`config.mk`:
```
export PLATFORM = sky130hd
export DESIGN_NAME = snan_gate
export DESIGN_NICKNAME = d
export VERILOG_FILES = /design/src/rtl/snan_pkg.sv /design/src/rtl/snan_classify.sv /design/src/rtl/snan_narrow.sv /design/src/rtl/snan_gate.sv
export SDC_FILE = /design/constraint.sdc
export NUM_CORES = 1
export LEC_CHECK = 0
export BUFFER_PORTS_ARGS = -buffer_cell sky130_fd_sc_hd__buf_2
export CAP_MARGIN = 20
export CORE_MARGIN = 10
export CORE_UTILIZATION = 47
export DETAILED_ROUTE_END_ITERATION = 6
export PLACE_DENSITY = 0.89
export SYNTH_ARGS = -nofsm -noshare
export SYNTH_HDL_FRONTEND = slang
export SYNTH_SLANG_ARGS = --single-unit
```
`constraint.sdc`:
```
create_clock -name clk -period 2.67 [get_ports clk]
set_input_delay 0.267 -clock clk [delete_from_list [all_inputs] [get_ports clk]]
set_output_delay 0.267 -clock clk [all_outputs]
set_load 0.01 [all_outputs]
```
`src/rtl/snan_pkg.sv`:
```
package snan_pkg;
    localparam int EXP_W  = 15;
    localparam int MAN_W  = 64;
    localparam int OP_W   = 1 + EXP_W + MAN_W;
    localparam int DBL_EW = 11;
    localparam int DBL_FW = 52;
    localparam int SGL_EW = 8;
    localparam int SGL_FW = 23;

    typedef enum logic [2:0] {
        FMT_EXT  = 3'b000,
        FMT_DBL  = 3'b001,
        FMT_SGL  = 3'b010,
        FMT_BYTE = 3'b100,
        FMT_WORD = 3'b101,
        FMT_LONG = 3'b110
    } fmt_e;

    typedef struct packed {
        logic            rdy;
        logic            valid;
        logic            we;
        logic            sset;
        logic            post;
        logic            pre;
        logic            pend;
        logic [OP_W-1:0] res;
    } gate_st_t;
endpackage

```
`src/rtl/snan_classify.sv`:
```
module snan_classify #(
    parameter int EW = snan_pkg::EXP_W,
    parameter int MW = snan_pkg::MAN_W,
    localparam int W = 1 + EW + MW
) (
    input  logic [W-1:0] val,
    output logic         is_nan,
    output logic         is_snan
);
    logic exp_ones;
    logic frac_nz;
    logic quiet_bit;

    always_comb begin
        exp_ones  = &val[MW +: EW];
        quiet_bit = val[MW-2];
        frac_nz   = |val[MW-2:0];
        is_nan    = exp_ones && frac_nz;
        is_snan   = exp_ones && !quiet_bit && (|val[MW-3:0]);
    end
endmodule

```
`src/rtl/snan_narrow.sv`:
```
module snan_narrow #(
    parameter int MW = snan_pkg::MAN_W,
    parameter int OW = snan_pkg::OP_W,
    parameter int NE = snan_pkg::DBL_EW,
    parameter int NF = snan_pkg::DBL_FW,
    localparam int PAD = OW - 1 - NE - NF
) (
    input  logic          sign,
    input  logic [MW-2:0] frac,
    output logic [OW-1:0] nan_out
);
    always_comb begin
        nan_out = {{PAD{1'b0}}, sign, {NE{1'b1}}, 1'b1, frac[MW-3 -: NF-1]};
    end
endmodule

```
`src/rtl/snan_gate.sv`:
```
module snan_gate
    import snan_pkg::*;
(
    input  logic            clk,
    input  logic            rst_n,
    input  logic            in_valid,
    output logic            in_ready,
    input  logic [OP_W-1:0] operand,
    input  logic [2:0]      dst_fmt,
    input  logic            trap_en,
    input  logic            neutral,
    input  logic            gen_nan,
    input  logic            fp_issue,
    output logic            out_valid,
    output logic [OP_W-1:0] res,
    output logic            res_we,
    output logic            snan_set,
    output logic            post_trap,
    output logic            pre_trap,
    output logic            pending
);
    localparam logic [OP_W-1:0] DEF_NAN = {1'b0, {EXP_W{1'b1}}, 2'b11, {(MAN_W-2){1'b0}}};

    gate_st_t st_d, st_q;

    logic            in_nan, in_snan;
    logic [OP_W-1:0] src;
    logic [OP_W-1:0] ext_q_val, dbl_val, sgl_val, fmt_val;
    logic            chk_nan, chk_snan;

    snan_classify #(.EW(EXP_W), .MW(MAN_W)) u_cls_in (
        .val(operand), .is_nan(in_nan), .is_snan(in_snan)
    );

    always_comb src = gen_nan ? DEF_NAN : operand;

    snan_narrow #(.MW(MAN_W), .OW(OP_W), .NE(DBL_EW), .NF(DBL_FW)) u_nar_dbl (
        .sign(src[OP_W-1]), .frac(src[MAN_W-2:0]), .nan_out(dbl_val)
    );
    snan_narrow #(.MW(MAN_W), .OW(OP_W), .NE(SGL_EW), .NF(SGL_FW)) u_nar_sgl (
        .sign(src[OP_W-1]), .frac(src[MAN_W-2:0]), .nan_out(sgl_val)
    );

    always_comb begin
        ext_q_val           = src;
        ext_q_val[MAN_W-2]  = 1'b1;
        case (dst_fmt)
            FMT_DBL: fmt_val = dbl_val;
            FMT_SGL: fmt_val = sgl_val;
            default: fmt_val = ext_q_val;
        endcase
    end

    snan_classify #(.EW(EXP_W), .MW(MAN_W)) u_cls_out (
        .val(fmt_val), .is_nan(chk_nan), .is_snan(chk_snan)
    );

    logic accept, int_dst, snan_hit, defer, immed, take;

    always_comb begin
        accept   = in_valid && st_q.rdy;
        int_dst  = dst_fmt[2];
        snan_hit = in_snan && !gen_nan && !neutral;
        immed    = snan_hit && int_dst;
        defer    = snan_hit && !int_dst && trap_en;
        take     = fp_issue && st_q.pend;

        st_d       = st_q;
        st_d.rdy   = 1'b1;
        st_d.valid = accept;
        st_d.pre   = take;
        st_d.pend  = (st_q.pend && !take) || (accept && defer);
        st_d.sset  = 1'b0;
        st_d.post  = 1'b0;
        st_d.we    = 1'b0;
        if (accept) begin
            st_d.sset = snan_hit;
            st_d.post = immed;
            st_d.we   = !(immed || defer);
            if (neutral || int_dst || !(in_nan || gen_nan))
                st_d.res = operand;
            else
                st_d.res = fmt_val;
        end
    end

    always_ff @(posedge clk) begin
        if (!rst_n) begin
            st_q <= '0;
        end else begin
            st_q <= st_d;
        end
    end

    always_comb begin
        in_ready  = st_q.rdy;
        out_valid = st_q.valid;
        res       = st_q.res;
        res_we    = st_q.we;
        snan_set  = st_q.sset;
        post_trap = st_q.post;
        pre_trap  = st_q.pre;
        pending   = st_q.pend;
    end


    ext_never_snan_chk: assert property (@(posedge clk) disable iff (!rst_n)
        (in_valid && (dst_fmt == FMT_EXT) && (in_nan || gen_nan)) |-> !chk_snan);


    trap_has_status_chk: assert property (@(posedge clk) disable iff (!rst_n)
        (out_valid && !res_we) |-> snan_set);


    post_in_result_chk: assert property (@(posedge clk) disable iff (!rst_n)
        post_trap |-> out_valid);


    pre_after_pend_chk: assert property (@(posedge clk) disable iff (!rst_n)
        pre_trap |-> $past(pending));


    pend_from_op_chk: assert property (@(posedge clk) disable iff (!rst_n)
        $rose(pending) |-> (out_valid && !res_we && !post_trap));
endmodule

```
==> results of run 1 <==
placed cells by master, fill, tap and decap left out, types with 4 or more instances in the layout:
cell / synthesis / routed
nor2_1: 6 / 5
a31oi_1: 13 / 13
nor4_1: 29 / 29
a21o_1: 24 / 24
nor3_1: 16 / 16
buf_4: 0 / 18
and3_1: 20 / 20
buf_2: 1 / 176
nand4_1: 5 / 5
a221o_1: 19 / 19
a21oi_1: 23 / 23
a22oi_1: 32 / 32
nand3_1: 4 / 4
inv_1: 5 / 5
o31ai_1: 32 / 32
nand2_1: 46 / 46
dfxtp_1: 87 / 87
o21ai_0: 30 / 30
clkbuf_8: 0 / 10
state kept, by name, summed over array words and instances, names as in the netlist:
register / cells
pre_trap: 1
post_trap: 1
out_valid: 1
res_we: 1
res: 80
snan_set: 1
in_ready: 1
pending: 1
layout make-up:
cell class / count / area share (%)
Multi-Input combinational cell: 323 / 39.5
Sequential cell: 87 / 33.4
Timing Repair Buffer: 196 / 20.1
Clock buffer: 10 / 2.64
Tap cell: 105 / 2.52
Clock inverter: 5 / 1.58
Inverter: 5 / 0.360
worst max-delay path, delay by kind of cell:
family	cells	cell delay [ps]
buffers and inverters	2	290
AND/OR/NAND/NOR	4	1190
AO/OA/AOI/OAI	2	780
per-layer routing:
layer	global-route usage, %	vias to the layer above
met5	0	-
met4	12.4	0
met3	6.07	56
met2	37.7	316
met1	29.3	2218
li1	-	2104
power by group:
part           total [mW]  switching (mW)  internal (mW)
sequential           1.40          0.0367           1.36
clock                1.03           0.479          0.549
combinational       0.448           0.275          0.174
total                2.88           0.791           2.09
cells by family (layout without fill, tap and decap cells):
group / count (synthesis) / in the layout / share of synthesized area (%)
buf+inv: 46 / 216 / 5.28
compound gates: 183 / 183 / 32.5
simple gates: 139 / 139 / 18.4
mux: 1 / 1 / 0.344
flops: 87 / 87 / 43.5
stage by stage:
step	util, %	area, um2	total power [mW]	std cells
final	63.2	5220	2.88	731
after global routing	63.2	5220	2.97	731
after CTS	63.1	5210	2.87	730
after detailed placement	60.4	4990	1.87	715
after global placement	60.4	4990	1.85	715
after floorplan	-	4000	1.62	456
worst paths after layout:
| path | from | endpoint | slack [ps] | cells past startpoint |
|---|---|---|---|---|
| hold / removal | fp_issue | pending | 100 | 2 |
| setup / recovery | operand[2] | res[38] | 380 | 8 |
| hold reg to reg | res[78] | res[78] | 460 | 2 |
| setup reg to reg | in_ready | res[28] | 510 | 5 |
==> out/metrics.cfg, run 1 <==
[routing]
drt_iter0_drc=456
ant_nets=0
top_layer=met4
drt-met1-wl_um=6240
vias_per_cell=6.42
num_vias=4694
route.detailed.wl_per_inst_um=22.1
wl_um=16200
route.detailed.drc=0
wl_met2_um=7540
met3_length_um=1770
dr.pass1.iters=5

[timing]
whs_ps=101
fmax_ghz=0.437
setup_viol=0
worst_pin_slew_ps=767
finalCritPeriodShare_pct=85.8
finalClockSkew_ps=9.00
hold_viol=0
rsz0062_at_grt=false
slew_headroom_pct=48.6
min_period_ps=2290
tns_ps=0
fin_ws_ps=380
maxSlewViolCount=0

[global_routing]
overflow=0
grt_pass1_vias=4578
grt_usage_pct=23.9
grt_max_degree=49
antenna_found_initial=0
grt_first_pass_wirelength_um=24700

[synthesis]
synth_top_area_share_pct=43.5
synth_cell_types=39
yosysMostFrequentCell=dfxtp_1
synth_area_leaders=dfxtp_1, a22oi_1, o31ai_1
synth-seq-area-share_pct=43.5
synth_fp_nets=546
syn-cell-area_mm2=0.00400
ys_async_sr_fraction_pct=0
yosysTopAreaCell=dfxtp_1
synthTopCellsByCount=dfxtp_1, nand2_1, clkbuf_1, a22oi_1, o31ai_1
yosys_warnings=0
synth.avg_cell_area_um2=8.77
synth_edf_count=0
synth_cells=456
ys_seq_elements=87
ys.flop_type=dfxtp_1

[clocking]
cts_tree=yes
root_buffer=clkbuf_8
cts_buffers=9
post_cts_buffers=0
clk_latency_ps=360
clock_path_buffers=2
path_clk_slew_ps=80
cts_sinks=87
htree_num_levels=3
cts_resized=0
hold_buffers=0

[worst_hold_path]
min_path_type=primary input to flop

[die]
pin_count=177
core_area_mm2=0.00826
design.die.area_mm2=0.0126
num_rows=33
initial_core_util_pct=48.5
die_w_um=112
die_height_um=112

[setup_path]
crit_required_ps=2920
slowest_stage=nor4_1
cp_cell_sequence=buf_2 -> nor4_1 -> nand4_1 -> or2_2 -> o311ai_2 -> nor3_2 -> buf_6 -> a221o_1
setup.worst_path.start_class=primary input
max_stage_delay_ps=460
crit_fanout=11
critPathCaptureType=flop
crit_arrival_ps=2540
critical_path_class=primary input to flop

[finish]
n_fill_cell=722
seq_area_mm2=0.00174
antennaDiodeCount=0
multi_input_area_mm2=0.00206
syn_to_final_growth_pct=30.5
final_nets=712
drive_above_1_share_pct=35.1

[placement]
pre_cts_ws_ps=122
portBuffers=176
dp_hpwl_um=12100
gp_congestion=0.933

[power]
p_leak_nw=2.53
powerDensity_mw_per_mm2=551
vdd_drop_max_uv=289

[status]
outcome=complete, no violations

[job]
maxCapViolations=0

(Power assumes the default switching activity.)
==> inputs of run 2 (changes only) <==
PLACE_DENSITY = 0.8   (was 0.89)
RECOVER_POWER = 25   (was unset)
==> out/metrics.cfg, run 2 (synthesized netlist as in run 1, its figures left out) <==
[status]
outcome=complete, no violations

[finish]
layout_common_cells=buf_2, dfxtp_1, nand2_1
syn_to_final_growth_pct=29.3
final_nets=710  ; -0.28%
drive_above_1_share_pct=28.3  ; -6.8 points
n_fill_cell=741  ; +2.6%
largest_reg_flops=80  ; unchanged
layout_commonest_cell=buf_2
antennaDiodeCount=0  ; unchanged

[placement]
gp_congestion=0.885  ; -5.2%
dp_hpwl_um=12100  ; about the same
portBuffers=176  ; unchanged

[global_routing]
grt_usage_pct=24.1  ; +0.19 points
grt_first_pass_wirelength_um=25100  ; +1.8%
grt_pass1_vias=4549  ; -0.63%
antenna_found_initial=0  ; unchanged
grt_max_degree=49  ; unchanged
overflow=0  ; unchanged

[die]
num_rows=33  ; unchanged
core_area_mm2=0.00826  ; unchanged
design.die.area_mm2=0.0126  ; unchanged
initial_core_util_pct=48.5  ; unchanged
die_w_um=112  ; unchanged
pin_count=177  ; unchanged
die_height_um=112  ; unchanged

[routing]
drt_iter0_drc=507  ; +11%
route.detailed.drc=0  ; unchanged
ant_nets=0  ; unchanged
num_vias=4594  ; -2.1%
dr.pass1.iters=5  ; unchanged
wl_um=16200  ; +0.25%
vias_per_cell=6.29  ; -2.0%
route.detailed.wl_per_inst_um=22.2  ; +0.38%

[setup_path]
crit_required_ps=2940  ; +20 ps
path_depth=9  ; +1
critical_path_class=primary input to flop
path_common_cell=buf_4
cp_cell_sequence=buf_2 -> nor4_1 -> nand4_1 -> or2_2 -> o311a_1 -> buf_4 -> mux2i_2 -> buf_4 -> a22oi_1
cpLargestDelayFamily=simple AND/OR/NAND/NOR gates
slowest_stage=nor4_1
crit_arrival_ps=2430  ; -110 ps
crit_fanout=16  ; +5
max_stage_delay_ps=430  ; -30 ps
setup.worst_path.start_class=primary input
critical_path_buf_inv_count=3  ; +1
critPathCaptureType=flop
reg2regPathDepth=5  ; unchanged

[timing]
whs_ps=108  ; +7.06 ps
tns_ps=0  ; unchanged
finalCritPeriodShare_pct=81.1  ; -4.7 points
fmax_ghz=0.462  ; +5.8%
hold_viol=0  ; unchanged
setup_viol=0  ; unchanged
slew_headroom_pct=55.1  ; +6.5 points
maxSlewViolCount=0  ; unchanged
rsz0062_at_grt=false
finalClockSkew_ps=8.70  ; -0.307 ps
min_period_ps=2160  ; -126 ps
worst_pin_slew_ps=673  ; -93.8 ps

[power]
p_leak_nw=2.36  ; -6.7%
clock_power_share_pct=37.5  ; +1.7 points
pwr-share-comb_pct=14.9  ; -0.7 points
swShare_pct=26.8  ; -0.66 points
netSwitchingPower_uw=789  ; -0.27%
p_seq_share_pct=47.6  ; -1.1 points
powerDensity_mw_per_mm2=568  ; +3.1%
p_int_mw=2.15  ; +3.1%
vdd_drop_max_uv=343  ; +19%

[worst_hold_path]
hold_depth=2  ; unchanged
min_path_type=primary input to flop

[clocking]
clock_path_buffers=2  ; unchanged
htree_num_levels=3  ; unchanged
hold_buffers=0  ; unchanged
clk_latency_ps=350  ; about the same
cts_resized=0  ; unchanged
cts_tree=yes
cts_buffers=9  ; unchanged
path_clk_slew_ps=90  ; about the same
cts_sinks=87  ; unchanged
post_cts_buffers=0  ; unchanged
root_buffer=clkbuf_8

[job]
maxCapViolations=0  ; unchanged

==> run 2: changes by cell type in the layout (fill, tap and decap cells not counted), sizes merged <==
cell	previous run	this run
clkbuf	10	51
clkinv	3	1
bufinv	2	3
clkinvlp	0	1
buf	196	154
==> run 2: per-layer routing <==
metal	wire (um)	vias to the layer above	global-route usage, %	share of wire (%)
met5	0	-	0	0
met4	522	0	9.39	3.2
met3	1740	43	7.14	11
met2	7610	291	38.1	47
met1	6350	2157	30.0	39
li1	-	2103	-	-
==> run 2: area by class of cell <==
class	count	area, um2	share of cell area [%]
Tap cell	105	131	2.54
Sequential cell	87	1740	33.7
Inverter	5	18.8	0.363
Multi-Input combinational cell	323	2060	39.8
Timing Repair Buffer	194	982	19.0
Clock buffer	11	131	2.54
Clock inverter	5	106	2.06
==> run 2: through the flow <==
stage | setup slack, ps | cells | power, mW | utilization, % | area [um2]
2_1_floorplan | 465 | 456 | 1.62 | - | 4000
3_3_place_gp | 237 | 713 | 1.86 | 60.2 | 4970
3_5_place_dp | 182 | 713 | 1.87 | 60.2 | 4970
4_1_cts | 540 | 729 | 2.95 | 63.1 | 5210
5_1_grt | 403 | 730 | 3.05 | 62.6 | 5170
6_report | 506 | 730 | 2.94 | 62.6 | 5170
==> run 2: worst paths after layout <==
path	endpoint	slack [ps]	startpoint
setup / recovery	res[29]	510	operand[2]
hold / removal	pending	110	fp_issue
setup reg to reg	res[29]	940	in_ready
hold reg to reg	res[78]	460	res[78]
==> run 2: power groups by stage <==
stage | Sequential, mW | Clock (mW) | Combinational, mW
floorplan | 1.46 | 0 | 0.168
global placement | 1.43 | 0 | 0.430
detailed placement | 1.43 | 0 | 0.439
CTS | 1.40 | 1.11 | 0.441
global route | 1.41 | 1.17 | 0.471
finish | 1.40 | 1.10 | 0.439
==> run 2: worst reg2reg max path: cells and delay by family (launching register included) <==
kind               cells  cell delay (ps)
and+or+nand+nor        2              310
DFF                    1              340
AOI/OAI and AO/OA      3             1010
==> inputs of run 3 (changes only) <==
clock period = 2 ns   (was 2.67 ns; I/O delays follow)
==> out/metrics.cfg, run 3 (synthesized netlist as in run 1, its figures left out) <==
[setup_path]
critPathCaptureType=flop
rrSetupSlack_ps=130  ; -810 ps
cp_cell_sequence=buf_2 -> nor4_1 -> nand4_1 -> or2_4 -> o311a_4 -> a211oi_4 -> buf_4 -> clkbuf_16 -> a221o_1
reg2regPathDepth=4  ; -1
crit_arrival_ps=2330  ; -100 ps
crit_required_ps=2300  ; -640 ps
slowest_stage=o311a_4
cpLargestDelayFamily=simple AND/OR/NAND/NOR gates
critical_path_buf_inv_count=3  ; unchanged
max_stage_delay_ps=400  ; -30 ps
critical_path_class=primary input to flop
crit_fanout=10  ; -6
setup.worst_path.start_class=primary input
path_depth=9  ; unchanged

[timing]
tns_ps=-160  ; -160 ps
hold_viol=0  ; unchanged
fmax_ghz=0.494
worst_pin_slew_ps=775  ; +102 ps
min_period_ps=2020
slew_headroom_pct=48.2  ; -6.9 points
rsz0062_at_grt=true
whs_ps=32.3  ; -75.6 ps
fin_ws_ps=-24.3  ; -530 ps
finalClockSkew_ps=7.41  ; -1.29 ps
setup_viol=15  ; +15
maxSlewViolCount=0  ; unchanged
finalCritPeriodShare_pct=101

[placement]
pre_cts_ws_ps=-470  ; -652 ps
placed_cell_area_mm2=0.00551  ; +11%
dp_hpwl_um=13100  ; +8.0%
gp_congestion=0.957  ; +8.1%
dpl.cell_count=781  ; +9.5%
portBuffers=176  ; unchanged

[power]
p_seq_share_pct=50.0  ; +2.4 points
p_leak_nw=2.89  ; +23%
vdd_drop_max_uv=329  ; -4.0%
powerDensity_mw_per_mm2=642  ; +13%
swShare_pct=30.7  ; +3.9 points
netSwitchingPower_mw=1.15  ; +46%
p_int_mw=2.59  ; +20%
clock_power_share_pct=30.5  ; -7.0 points
pwr-share-comb_pct=19.5  ; +4.6 points
design_power_total_mw=3.74  ; +27%

[clocking]
cts_sinks=87  ; unchanged
clk_latency_ps=360  ; about the same
cts_tree=yes
cts_buffers=9  ; unchanged
path_clk_slew_ps=90  ; about the same
htree_num_levels=3  ; unchanged
root_buffer=clkbuf_8
clock_path_buffers=2  ; unchanged

[routing]
route.detailed.wl_per_inst_um=22.4  ; +0.76%
vias_per_cell=6.26  ; -0.53%
dr.pass1.iters=5  ; unchanged
route.detailed.drc=0  ; unchanged
drt_iter0_drc=629  ; +24%
num_vias=5008  ; +9.0%
wl_um=17900  ; +10%
ant_nets=0  ; unchanged

[die]
die_height_um=112  ; unchanged
design.die.area_mm2=0.0126  ; unchanged
die_w_um=112  ; unchanged
pin_count=177  ; unchanged
num_rows=33  ; unchanged
initial_core_util_pct=48.5  ; unchanged
core_area_mm2=0.00826  ; unchanged

[finish]
layout_commonest_cell=buf_2
syn_to_final_growth_pct=45.7
design_area_mm2=0.00583  ; +13%
stdcell_count=800  ; +9.6%
final_nets=780  ; +9.9%
drive_above_1_share_pct=42.6  ; +14 points
antennaDiodeCount=0  ; unchanged
largest_reg_flops=80  ; unchanged
layout_common_cells=buf_2, dfxtp_1, buf_4
fin_util_pct=70.6  ; +8.0 points

[status]
failed_checks=setup timing
outcome=finished, violations left

[global_routing]
grt_usage_pct=25.7  ; +1.7 points
grt_first_pass_wirelength_um=26600  ; +5.7%
grt_max_degree=49  ; unchanged
grt_pass1_vias=4867  ; +7.0%
overflow=0  ; unchanged
antenna_found_initial=0  ; unchanged

[job]
maxCapViolations=0  ; unchanged

[worst_hold_path]
min_path_type=primary input to flop
hold_depth=2  ; unchanged

[run 3: changes by cell type in the layout (fill, tap and decap cells not counted), sizes merged]
cell,change
clkinvlp,+3
inv,+1
clkinv,+1
clkbuf,-41
bufbuf,+1
bufinv,-3
buf,+108
[run 3: per-layer routing]
metal  part of all wire, %  track usage (%)
met1                    38             32.0
met4                   4.1             10.6
met3                    12             7.35
met2                    46             40.8
met5                     0                0
[run 3: final cells by class]
class                      instances  area, um2
tap                              105        131
inverter                           5       18.8
multi-input combinational        323       2140
clock buffer                       9        124
sequential                        87       1740
fill                             655       2430
clock inverter                     7       48.8
timing repair buffer             264       1620
[run 3: timing repair]
item,4_1_cts,5_1_grt
pin swaps,3,2
buffers inserted,1,0
resized for setup,8,5
gates cloned,1,1
setup endpoints to repair,57,61
hold buffers,0,0
[run 3: final timing paths]
check / startpoint / to
setup / recovery: operand[2] / res[38]
hold / removal: fp_issue / pending
setup reg to reg: in_ready / res[36]
hold reg to reg: res[62] / res[62]
[run 3: power groups by stage]
stage	Sequential [mW]	Combinational, mW	Clock, mW
floorplan	1.94	0.223	0
global placement	1.90	0.672	0
detailed placement	1.91	0.687	0
CTS	1.87	0.703	1.13
global route	1.88	0.775	1.20
finish	1.87	0.730	1.14
